--- config.mk ---
export PLATFORM = sky130hd
export DESIGN_NAME = sio_cfg_port
export DESIGN_NICKNAME = d
export VERILOG_FILES = /design/src/rtl/sio_cfg_pkg.sv /design/src/rtl/sio_cfg_lock.sv /design/src/rtl/sio_cfg_ldev_bank.sv /design/src/rtl/sio_cfg_port.sv
export SDC_FILE = /design/constraint.sdc
export NUM_CORES = 1
export LEC_CHECK = 0
export ABC_AREA = 1
export CORE_ASPECT_RATIO = 1.2
export CORE_MARGIN = 2
export CORE_UTILIZATION = 54
export DETAILED_ROUTE_END_ITERATION = 6
export PLACE_DENSITY = 0.84
export SLEW_MARGIN = 20
export SYNTH_ARGS = -nofsm -noshare
export SYNTH_HDL_FRONTEND = slang
export SYNTH_SLANG_ARGS = --single-unit
--- constraint.sdc ---
create_clock -name clk -period 3.2 [get_ports clk]
set_input_delay 0.48 -clock clk [delete_from_list [all_inputs] [get_ports clk]]
set_output_delay 0.48 -clock clk [all_outputs]
set_load 0.005 [all_outputs]
--- src/rtl/sio_cfg_pkg.sv ---
package sio_cfg_pkg;
   typedef enum logic {LK_CLOSED = 1'b0, LK_OPEN = 1'b1} lock_state_e;

   localparam logic [7:0] IDX_CHIP_ID = 8'h00;
   localparam logic [7:0] IDX_LDN     = 8'h07;
   localparam logic [7:0] IDX_PB_LO   = 8'h26;
   localparam logic [7:0] IDX_PB_HI   = 8'h27;
   localparam logic [7:0] IDX_ENABLE  = 8'h30;
   localparam logic [7:0] IDX_IOB_HI  = 8'h60;
   localparam logic [7:0] IDX_IOB_LO  = 8'h61;
   localparam logic [7:0] IDX_IRQ     = 8'h70;
endpackage

--- src/rtl/sio_cfg_lock.sv ---
module sio_cfg_lock
   import sio_cfg_pkg::*;
#(
   parameter logic [7:0] UNLOCK_KEY = 8'h5A,
   parameter logic [7:0] LOCK_KEY   = 8'hA5
) (
   input  logic       clk,
   input  logic       rst_n,
   input  logic       idx_wr,
   input  logic [7:0] wdata,
   output logic       open,
   output logic       idx_load,
   output logic       idx_clear
);
   lock_state_e state_q, state_d;

   if (UNLOCK_KEY == LOCK_KEY) begin : g_bad_keys
      $error("sio_cfg_lock: keys must differ");
   end

   always_comb begin
      state_d = state_q;
      if (idx_wr) begin
         if (state_q == LK_CLOSED && wdata == UNLOCK_KEY) state_d = LK_OPEN;
         else if (state_q == LK_OPEN && wdata == LOCK_KEY) state_d = LK_CLOSED;
      end
   end

   always_ff @(posedge clk) begin
      if (!rst_n) state_q <= LK_CLOSED;
      else        state_q <= state_d;
   end

   assign open      = (state_q == LK_OPEN);
   assign idx_load  = open && idx_wr && (wdata != LOCK_KEY);
   assign idx_clear = !open && idx_wr && (wdata == UNLOCK_KEY);

   AST_KEY_OPENS: assert property (@(posedge clk) disable iff (!rst_n)
      (!open && idx_wr && wdata == UNLOCK_KEY) |=> open);
   AST_OTHER_STAYS_CLOSED: assert property (@(posedge clk) disable iff (!rst_n)
      (!open && !(idx_wr && wdata == UNLOCK_KEY)) |=> !open);
   AST_KEY_CLOSES: assert property (@(posedge clk) disable iff (!rst_n)
      (open && idx_wr && wdata == LOCK_KEY) |=> !open);
endmodule

--- src/rtl/sio_cfg_ldev_bank.sv ---
module sio_cfg_ldev_bank
   import sio_cfg_pkg::*;
#(
   parameter bit HAS_IRQ = 1'b0,
   parameter int IRQ_W   = 4,
   parameter int BASE_W  = 16
) (
   input  logic              clk,
   input  logic              rst_n,
   input  logic              sel,
   input  logic              wr_en,
   input  logic [7:0]        idx,
   input  logic [7:0]        wdata,
   output logic              enable,
   output logic [BASE_W-1:0] base,
   output logic [IRQ_W-1:0]  irq,
   output logic [7:0]        rd_data
);
   if (IRQ_W < 1 || IRQ_W > 8) begin : g_bad_irq_w
      $error("sio_cfg_ldev_bank: IRQ_W must be 1..8");
   end
   if (BASE_W != 16) begin : g_bad_base_w
      $error("sio_cfg_ldev_bank: BASE_W must be 16");
   end

   logic bank_wr;
   assign bank_wr = sel && wr_en;

   always_ff @(posedge clk) begin
      if (!rst_n) begin
         enable <= 1'b0;
         base   <= '0;
      end else if (bank_wr) begin
         if (idx == IDX_ENABLE) enable      <= wdata[0];
         if (idx == IDX_IOB_HI) base[15:8]  <= wdata;
         if (idx == IDX_IOB_LO) base[7:0]   <= wdata;
      end
   end

   logic [7:0] irq_rd;
   if (HAS_IRQ) begin : g_irq
      logic [IRQ_W-1:0] irq_q;
      always_ff @(posedge clk) begin
         if (!rst_n)                          irq_q <= '0;
         else if (bank_wr && idx == IDX_IRQ)  irq_q <= wdata[IRQ_W-1:0];
      end
      assign irq    = irq_q;
      assign irq_rd = 8'(irq_q);

      AST_IRQ_HOLD: assert property (@(posedge clk) disable iff (!rst_n)
         !(bank_wr && idx == IDX_IRQ) |=> $stable(irq));
   end else begin : g_no_irq
      assign irq    = '0;
      assign irq_rd = 8'h00;
   end

   always_comb begin
      unique case (idx)
         IDX_ENABLE: rd_data = {7'b0, enable};
         IDX_IOB_HI: rd_data = base[15:8];
         IDX_IOB_LO: rd_data = base[7:0];
         IDX_IRQ:    rd_data = irq_rd;
         default:    rd_data = 8'h00;
      endcase
   end

   AST_BANK_HOLD: assert property (@(posedge clk) disable iff (!rst_n)
      !bank_wr |=> ($stable(base) && $stable(enable)));
endmodule

--- src/rtl/sio_cfg_port.sv ---
module sio_cfg_port
   import sio_cfg_pkg::*;
#(
   parameter logic [7:0]  CHIP_ID    = 8'hB7,
   parameter logic [15:0] PORT_BASE  = 16'h002E,
   parameter logic [7:0]  UNLOCK_KEY = 8'h5A,
   parameter logic [7:0]  LOCK_KEY   = 8'hA5,
   parameter logic [7:0]  IR_LDN     = 8'h05,
   parameter logic [7:0]  MBX_LDN    = 8'h09,
   parameter int          IRQ_W      = 4
) (
   input  logic             clk,
   input  logic             rst_n,
   input  logic             host_addr,
   input  logic             host_rd,
   input  logic             host_wr,
   input  logic [7:0]       host_wdata,
   output logic [7:0]       host_rdata,
   output logic             ir_enable,
   output logic [15:0]      ir_base,
   output logic [IRQ_W-1:0] ir_irq,
   output logic             mbx_enable,
   output logic [15:0]      mbx_base
);
   localparam int NUM_LDEV = 2;
   localparam logic [7:0] LDEV_NUM [NUM_LDEV] = '{IR_LDN, MBX_LDN};

   if (IR_LDN == MBX_LDN) begin : g_bad_ldn
      $error("sio_cfg_port: device numbers must differ");
   end

   logic       open, idx_load, idx_clear;
   logic [7:0] index_q, ldn_q;
   logic       data_wr;

   sio_cfg_lock #(.UNLOCK_KEY(UNLOCK_KEY), .LOCK_KEY(LOCK_KEY)) u_lock (
      .clk(clk), .rst_n(rst_n),
      .idx_wr(host_wr && !host_addr), .wdata(host_wdata),
      .open(open), .idx_load(idx_load), .idx_clear(idx_clear));

   assign data_wr = open && host_wr && host_addr;

   always_ff @(posedge clk) begin
      if (!rst_n) begin
         index_q <= 8'h00;
         ldn_q   <= 8'h00;
      end else begin
         if (idx_clear)     index_q <= 8'h00;
         else if (idx_load) index_q <= host_wdata;
         if (data_wr && index_q == IDX_LDN) ldn_q <= host_wdata;
      end
   end

   logic [NUM_LDEV-1:0] dev_sel, dev_en;
   logic [15:0]         dev_base [NUM_LDEV];
   logic [7:0]          dev_rd   [NUM_LDEV];
   logic [IRQ_W-1:0]    dev_irq  [NUM_LDEV];

   for (genvar g = 0; g < NUM_LDEV; g++) begin : g_dev
      assign dev_sel[g] = (ldn_q == LDEV_NUM[g]);
      sio_cfg_ldev_bank #(.HAS_IRQ(g == 0), .IRQ_W(IRQ_W), .BASE_W(16)) u_bank (
         .clk(clk), .rst_n(rst_n), .sel(dev_sel[g]), .wr_en(data_wr),
         .idx(index_q), .wdata(host_wdata),
         .enable(dev_en[g]), .base(dev_base[g]), .irq(dev_irq[g]),
         .rd_data(dev_rd[g]));
   end

   logic [IRQ_W-1:0] mbx_irq_unused;
   assign mbx_irq_unused = dev_irq[1];

   assign ir_enable  = dev_en[0];
   assign ir_base    = dev_base[0];
   assign ir_irq     = dev_irq[0];
   assign mbx_enable = dev_en[1];
   assign mbx_base   = dev_base[1];

   logic [7:0] bank_rd;
   always_comb begin
      bank_rd = 8'h00;
      for (int i = 0; i < NUM_LDEV; i++)
         if (dev_sel[i]) bank_rd = dev_rd[i];
   end

   always_comb begin
      if (!open)          host_rdata = 8'hFF;
      else if (!host_addr) host_rdata = index_q;
      else begin
         unique case (index_q)
            IDX_CHIP_ID: host_rdata = CHIP_ID;
            IDX_LDN:     host_rdata = ldn_q;
            IDX_PB_LO:   host_rdata = PORT_BASE[7:0];
            IDX_PB_HI:   host_rdata = PORT_BASE[15:8];
            default:     host_rdata = bank_rd;
         endcase
      end
   end

   AST_CLOSED_READS_FF: assert property (@(posedge clk) disable iff (!rst_n)
      (!open && host_rd) |-> host_rdata == 8'hFF);
   AST_CLOSED_LDN_HOLD: assert property (@(posedge clk) disable iff (!rst_n)
      !open |=> $stable(ldn_q));
   AST_OPEN_CLEARS_INDEX: assert property (@(posedge clk) disable iff (!rst_n)
      (!open && host_wr && !host_addr && host_wdata == UNLOCK_KEY) |=> index_q == 8'h00);
   AST_CHIP_ID_FIXED: assert property (@(posedge clk) disable iff (!rst_n)
      (open && host_rd && host_addr && index_q == IDX_CHIP_ID) |-> host_rdata == CHIP_ID);
   AST_ONE_BANK: assert property (@(posedge clk) disable iff (!rst_n)
      $onehot0(dev_sel));
endmodule

==> results.toml, run 1 <==
[outcome]
run_status = "complete, no violations"

[synth]
synthesis.area_mm2 = 0.00274
synth_ff_type = "sky130_fd_sc_hd__dfxtp_1"
postSynth.asyncResetShare = 0
synth_cells = 385
synth_area_leaders = "sky130_fd_sc_hd__dfxtp_1 40%, sky130_fd_sc_hd__nand2_1 13%, sky130_fd_sc_hd__a21oi_1 11%, sky130_fd_sc_hd__o21ai_0 8.8%, sky130_fd_sc_hd__nand3_1 6.2%"
synth_top_area_share = 0.402
synthesized_area_per_cell_um2 = 7.11
seq_area_frac_synth = 0.402
synth.yosys.warnings = 0
yosysMostFrequentCell = "sky130_fd_sc_hd__nand2_1"
synth_cell_type_count = 26
postSynthRegisterBits = 55
ys_top_cells_by_count = "93 x sky130_fd_sc_hd__nand2_1, 61 x sky130_fd_sc_hd__a21oi_1, 55 x sky130_fd_sc_hd__dfxtp_1"
postSynthNetCount = 398
synth.largest_area_cell = "sky130_fd_sc_hd__dfxtp_1"
synth_edf_count = 0

[critical_path]
reg2reg_setup_slack_ns = 1.57
critical_path.startpoint_type = "flop"
crit_path_max_fanout = 10
cp-end-kind = "output pin"
arrival_ns = 2.49
reg2reg_depth = 7
worst_ep_required_time_ns = 2.72
timing.rr.end = "g_dev[0].u_bank.base[3]"
reg2reg_from = "ldn_q[6]"
worst_setup_path_startpoint = "index_q[1]"
timing.setup.critical_path_class = "flop to output pin"
endpoint = "host_rdata[5]"

[routing]
via_count = 2797
route.detailed.wl_per_inst_um = 15.2
drtAntennaViolNets = 0
route.detailed.vias_per_inst = 5.59
drc = 0
detail_route.wirelength_um = 7610
drt_first_iter_violations = 204
drtPass1Iterations = 5

[power]
cell_leakage_power_nw = 1.33
power_density_mw_per_mm2 = 335
irDropWorstVdd_mv = 0.244

[timing]
setup_tns_ns = 0
max_slew.worst_pin.slew_ns = 0.607
hold-worst-slack_ns = 0.504
unrepaired_setup_endpoints_after_global_routing = "false"
layout_worst_path_cycle_share = 0.929
final_max_slew_viol_count = 0
hold_viol = 0
final.setup_skew_ns = 0.0141
max_transition_margin = 0.594
max_freq_mhz = 336
fin_crit_ns = 2.97
final_setup_viols = 0

[clocking]
tritoncts_clock_tree = "built"
cts_buffer_count = 5
tritoncts_num_sinks = 55
clk-insertion-delay-late_ns = 0.32
cts.repair.resized = 0
h-tree-depth = 2
cts.hold.buffers_added = 0
cts_buffer_depth = 2
root_buffer = "sky130_fd_sc_hd__clkbuf_8"
cts.reportedPaths.clkPinSlew_ns = 0.09
post_cts_repair_timing_setup_buffer_count = 0

[placement]
placed_cells_incl_taps = 492
numPortBuffers = 57
finalWeightedCongestion = 0.948
dp_hpwl_um = 5690
placed_cell_area_mm2 = 0.00331

[cells_and_area]
n_antenna_cell = 0
final_cell_count_no_fill = 500
area.growth.synth_to_final_pct = 24.5
drive_above_1_share = 0.0841
final.fill_count = 428
finish.instance_area_mm2 = 0.00341
layout.nets = 452

[floorplanning]
die_width_um = 69.0
initial_standard_cell_utilization_of_the_core = 0.558
rows = 28
die-area_mm2 = 0.00566
io-pin-count = 59
die_height_um = 82.0
floorplan.core_area_mm2 = 0.00490

[global_routing]
antenna_found_initial = 0
grt_overflow_total = 0
grt_pass1_vias = 2562
grt_first_pass_wirelength_um = 11800
gr-usage-all-layers = 0.276
largest_net_degree_at_the_start_of_global_routing = 21

[worst_hold_path]
timing.hold.worst_path_depth = 2
timing.hold.worst.class = "flop to flop"

[run]
cap_viol_max_count = 0
-- power breakdown --
| group | switching [W] | internal, W |
|---|---|---|
| clock network | 0.000242 | 0.000161 |
| logic | 0.0000358 | 0.0000194 |
| registers | 0.0000000513 | 0.000684 |
-- metrics by stage --
step / util / power (W) / setup WS (ns)
final: 0.695 / 0.00114 / 0.227
after global routing: 0.695 / 0.00118 / 0.0932
after floorplan: - / 0.000725 / 1.45
after detailed placement: 0.675 / 0.000754 / 0.638
after CTS: 0.695 / 0.00115 / 0.289
after global placement: 0.675 / 0.000754 / 0.669
-- sequential cells by signal, summed over array words and instances, names as in the netlist --
signal               flops
g_dev.u_bank.base       32
index_q                  8
ldn_q                    8
g_dev.u_bank.irq         4
g_dev.u_bank.enable      2
u_lock.open              1
-- cells in the final DEF, fill, tap and decap left out, types with 2 or more instances in the layout --
cell / synthesis / final
sky130_fd_sc_hd__a21oi_1: 61 / 61
sky130_fd_sc_hd__o21ai_1: 5 / 5
sky130_fd_sc_hd__nand4_1: 3 / 3
sky130_fd_sc_hd__o21ai_0: 48 / 48
sky130_fd_sc_hd__buf_4: 2 / 3
sky130_fd_sc_hd__nand2_1: 93 / 93
sky130_fd_sc_hd__nand2_4: 4 / 4
sky130_fd_sc_hd__clkbuf_8: 0 / 5
sky130_fd_sc_hd__nand3b_1: 2 / 2
sky130_fd_sc_hd__clkdlybuf4s50_1: 0 / 57
sky130_fd_sc_hd__nor4_1: 3 / 3
sky130_fd_sc_hd__inv_2: 5 / 5
sky130_fd_sc_hd__clkinv_1: 2 / 2
sky130_fd_sc_hd__inv_1: 24 / 24
sky130_fd_sc_hd__dfxtp_1: 55 / 55
sky130_fd_sc_hd__nor3_1: 3 / 3
sky130_fd_sc_hd__nor2_4: 8 / 8
sky130_fd_sc_hd__nand3_1: 34 / 34
sky130_fd_sc_hd__nor2_1: 13 / 13
sky130_fd_sc_hd__nor2_2: 3 / 3
sky130_fd_sc_hd__nand2_2: 3 / 3
-- how the worst min path moves through the flow --
stage | startpoint | to | slack, ns
6_report | index_q[7] | index_q[7] | 0.50
5_1_grt | index_q[2] | index_q[2] | 0.52
4_1_cts | index_q[2] | index_q[2] | 0.50
3_5_place_dp | index_q[2] | index_q[2] | 0.48
3_3_place_gp | index_q[7] | index_q[7] | 0.47
2_1_floorplan | ldn_q[0] | ldn_q[0] | 0.45
-- cell families (layout without fill, tap and decap cells) --
family,after synthesis,after routing,share of synthesized area
buffers and inverters,45,100,0.0791
DFF,55,55,0.402
and+or+nand+nor,171,171,0.310
AOI/OAI and AO/OA,114,114,0.208
-- worst max-delay path, stage by stage, from the launching register on --
cell and delay [ns]:
sky130_fd_sc_hd__dfxtp_1 0.37, sky130_fd_sc_hd__inv_2 0.08, sky130_fd_sc_hd__nand2_1 0.06, sky130_fd_sc_hd__nor2_2 0.31, sky130_fd_sc_hd__nand2_4 0.13, sky130_fd_sc_hd__clkinv_1 0.21
sky130_fd_sc_hd__nand2_1 0.08, sky130_fd_sc_hd__nand2_1 0.10, sky130_fd_sc_hd__nand2_1 0.06, sky130_fd_sc_hd__nand3_1 0.14, sky130_fd_sc_hd__nand2_1 0.09, sky130_fd_sc_hd__nand2_1 0.07
sky130_fd_sc_hd__clkdlybuf4s50_1 0.49
-- final cells by class --
| cell class | count | area, um^2 | share of cell area |
|---|---|---|---|
| Tap cell | 60 | 75.1 | 0.0220 |
| Multi-Input combinational cell | 285 | 1420 | 0.417 |
| Clock buffer | 5 | 68.8 | 0.0202 |
| Inverter | 32 | 121 | 0.0356 |
| Sequential cell | 55 | 1100 | 0.323 |
| Clock inverter | 3 | 27.5 | 0.00808 |
| Timing Repair Buffer | 60 | 593 | 0.174 |
-- layer usage --
| metal | GRT usage | up-vias | share of wire | wire, um |
|---|---|---|---|---|
| met3 | 0.0438 | 8 | 0.053 | 402 |
| met2 | 0.469 | 104 | 0.49 | 3750 |
| met5 | 0 | - | 0 | 0 |
| li1 | - | 1399 | - | - |
| met4 | 0.0824 | 0 | 0.015 | 112 |
| met1 | 0.356 | 1286 | 0.44 | 3340 |
No activity file was read; power rests on OpenSTA's default activity.
==> run 2: changes to the inputs <==
- CTS_CLUSTER_DIAMETER: not set -> 200
==> results of run 2 <==
No change in the layout: final DEF, timing and power equal those of run 1.
==> run 3: changes to the inputs <==
- CELL_PAD_IN_SITES_DETAIL_PLACEMENT: not set -> 0
- CELL_PAD_IN_SITES_GLOBAL_PLACEMENT: not set -> 1
- CORE_UTILIZATION: 54 -> 39
- PLACE_DENSITY: 0.84 -> not set
- PLACE_DENSITY_LB_ADDON: not set -> 0.1
==> run 3 against run 2 <==
Compared with the run above:
- total power increased by 1.6%
- maximum frequency grew 1.9%
- critical path type unchanged
- highest routed layer unchanged
- clock power is 4% higher
- worst hold slack gained 0.014 ns
- clock-buffer cell count grew 2
- sequential cell count stayed put
- non-clock buffer count did not move
- register-to-register slack worse by 0.04 ns
- critical endpoint is now host_rdata[4]
- critical path depth unchanged
- final cell count rose by 5.4%
- setup slack better by 0.055 ns
==> results.toml, run 3 (synthesized netlist as in run 1, its figures left out) <==
[timing]
final_setup_viols = 0
fin_crit_ns = 2.92
unrepaired_setup_endpoints_after_global_routing = "false"
max_freq_mhz = 343
hold_viol = 0
final.setup_skew_ns = 0.0162
layout_worst_path_cycle_share = 0.912
final_max_slew_viol_count = 0
max_slew.worst_pin.slew_ns = 0.443
max_transition_margin = 0.704
setup_tns_ns = 0

[floorplanning]
die-area_mm2 = 0.00771
initial_standard_cell_utilization_of_the_core = 0.402
rows = 33
die_height_um = 95.8
io-pin-count = 59
die_width_um = 80.5
floorplan.core_area_mm2 = 0.00681

[run]
cap_viol_max_count = 0

[clocking]
tritoncts_clock_tree = "built"
h-tree-depth = 2
cts_buffer_count = 5
post_cts_repair_timing_setup_buffer_count = 0
cts_buffer_depth = 2
root_buffer = "sky130_fd_sc_hd__clkbuf_8"
clk-insertion-delay-late_ns = 0.32
tritoncts_num_sinks = 55
cts.reportedPaths.clkPinSlew_ns = 0.11
cts.hold.buffers_added = 0
cts.repair.resized = 0

[critical_path]
crit_path_max_fanout = 10
worst_ep_required_time_ns = 2.72
reg2reg_from = "index_q[7]"
worst_setup_path_startpoint = "index_q[4]"
reg2reg_depth = 8
cp-end-kind = "output pin"
critical_path.startpoint_type = "flop"
timing.setup.critical_path_class = "flop to output pin"
reg2reg_setup_slack_ns = 1.53
timing.rr.end = "ldn_q[2]"
arrival_ns = 2.44

[placement]
finalWeightedCongestion = 0.844
placed_cells_incl_taps = 519
placed_cell_area_mm2 = 0.00334
dp_hpwl_um = 6230
numPortBuffers = 57

[cells_and_area]
most_common_library_cell_in_the_layout_ignoring_fill_and_taps = "sky130_fd_sc_hd__nand2_1"
finish.instance_area_mm2 = 0.00344
largest_reg_flops = 32
final_cell_count_no_fill = 527
area.growth.synth_to_final_pct = 25.8
drive_above_1_share = 0.0818
layout_common_cells = "93 x sky130_fd_sc_hd__nand2_1, 61 x sky130_fd_sc_hd__a21oi_1, 57 x sky130_fd_sc_hd__clkdlybuf4s50_1"
biggestRegsByFlops = "g_dev.u_bank.base (32), index_q (8), ldn_q (8)"
n_antenna_cell = 0
layout.nets = 452
largest_register = "g_dev.u_bank.base"

[routing]
drtPass1Iterations = 4
drt_first_iter_violations = 79
drc = 0
via_count = 2711
drtAntennaViolNets = 0
route.detailed.wl_per_inst_um = 15.6
route.detailed.vias_per_inst = 5.14
detail_route.wirelength_um = 8210

[worst_hold_path]
timing.hold.worst_path_depth = 2
holdCritStartpoint = "ldn_q[2]"
timing.hold.worst.class = "flop to flop"
hold-path-endpoint = "ldn_q[2]"

[global_routing]
grt_overflow_total = 0
antenna_found_initial = 0
gr-usage-all-layers = 0.231
largest_net_degree_at_the_start_of_global_routing = 23
grt_pass1_vias = 2684
grt_first_pass_wirelength_um = 13600

[power]
cell_leakage_power_nw = 1.34
irDropWorstVdd_mv = 0.226
power_density_mw_per_mm2 = 337

[outcome]
run_status = "complete, no violations"
## run 3: cell count changes in the layout (fill, tap and decap cells not counted), sizes merged
cell      previous run  this run
clkinvlp             1         0
clkbuf               5         7
inv                 30        29
## run 3: cell type report
type,count,area (um^2)
Fill cell,743,3370
Multi-Input combinational cell,285,1430
Tap cell,87,109
Sequential cell,55,1100
Clock buffer,7,86.3
Timing Repair Buffer,60,593
Inverter,32,121
Clock inverter,1,8.76
## run 3: worst max-delay path, stage by stage, from the launching register on
cell and delay (ns):
sky130_fd_sc_hd__dfxtp_1 0.47, sky130_fd_sc_hd__inv_1 0.08, sky130_fd_sc_hd__nand2_2 0.12, sky130_fd_sc_hd__nor2_8 0.08
sky130_fd_sc_hd__nand2_4 0.10, sky130_fd_sc_hd__clkinv_1 0.27, sky130_fd_sc_hd__nand2_1 0.13, sky130_fd_sc_hd__nand2_1 0.08
sky130_fd_sc_hd__nand2_1 0.06, sky130_fd_sc_hd__nand3b_1 0.13, sky130_fd_sc_hd__nand2_1 0.09, sky130_fd_sc_hd__nand2_1 0.06
sky130_fd_sc_hd__clkdlybuf4s50_1 0.44
## run 3: metrics by stage
| stage | total power [W] | setup slack (ns) | utilization | hold WS [ns] |
|---|---|---|---|---|
| after CTS | 0.00117 | 0.198 | 0.505 | 0.514 |
| final | 0.00116 | 0.282 | 0.506 | 0.517 |
| after global placement | 0.000755 | 0.584 | 0.491 | 0.493 |
| after detailed placement | 0.000755 | 0.576 | 0.491 | 0.495 |
| after floorplan | 0.000725 | 1.45 | - | 0.453 |
| after global routing | 0.00120 | 0.0748 | 0.506 | 0.548 |
## run 3: worst max-delay path by stage
stage / to / slack, ns
after CTS: host_rdata[4] / 0.20
after global routing: host_rdata[6] / 0.07
after global placement: host_rdata[4] / 0.58
final: host_rdata[4] / 0.28
after detailed placement: host_rdata[4] / 0.58
after floorplan: host_rdata[2] / 1.45
## run 3: power breakdown
part | internal, W | total [W] | switching [W] | leakage [nW]
registers | 0.000684 | 0.000684 | 0.0000000557 | 0.443
logic | 0.0000194 | 0.0000557 | 0.0000364 | 0.845
clock network | 0.000178 | 0.000421 | 0.000243 | 0.0484
total | 0.000882 | 0.00116 | 0.000279 | 1.34
## run 3: layer usage
metal / vias up / global-route usage / share of wire
li1: 1392 / - / -
met1: 1249 / 0.318 / 0.47
met2: 56 / 0.367 / 0.47
met3: 14 / 0.0347 / 0.028
met4: 0 / 0.0862 / 0.027
met5: - / 0 / 0
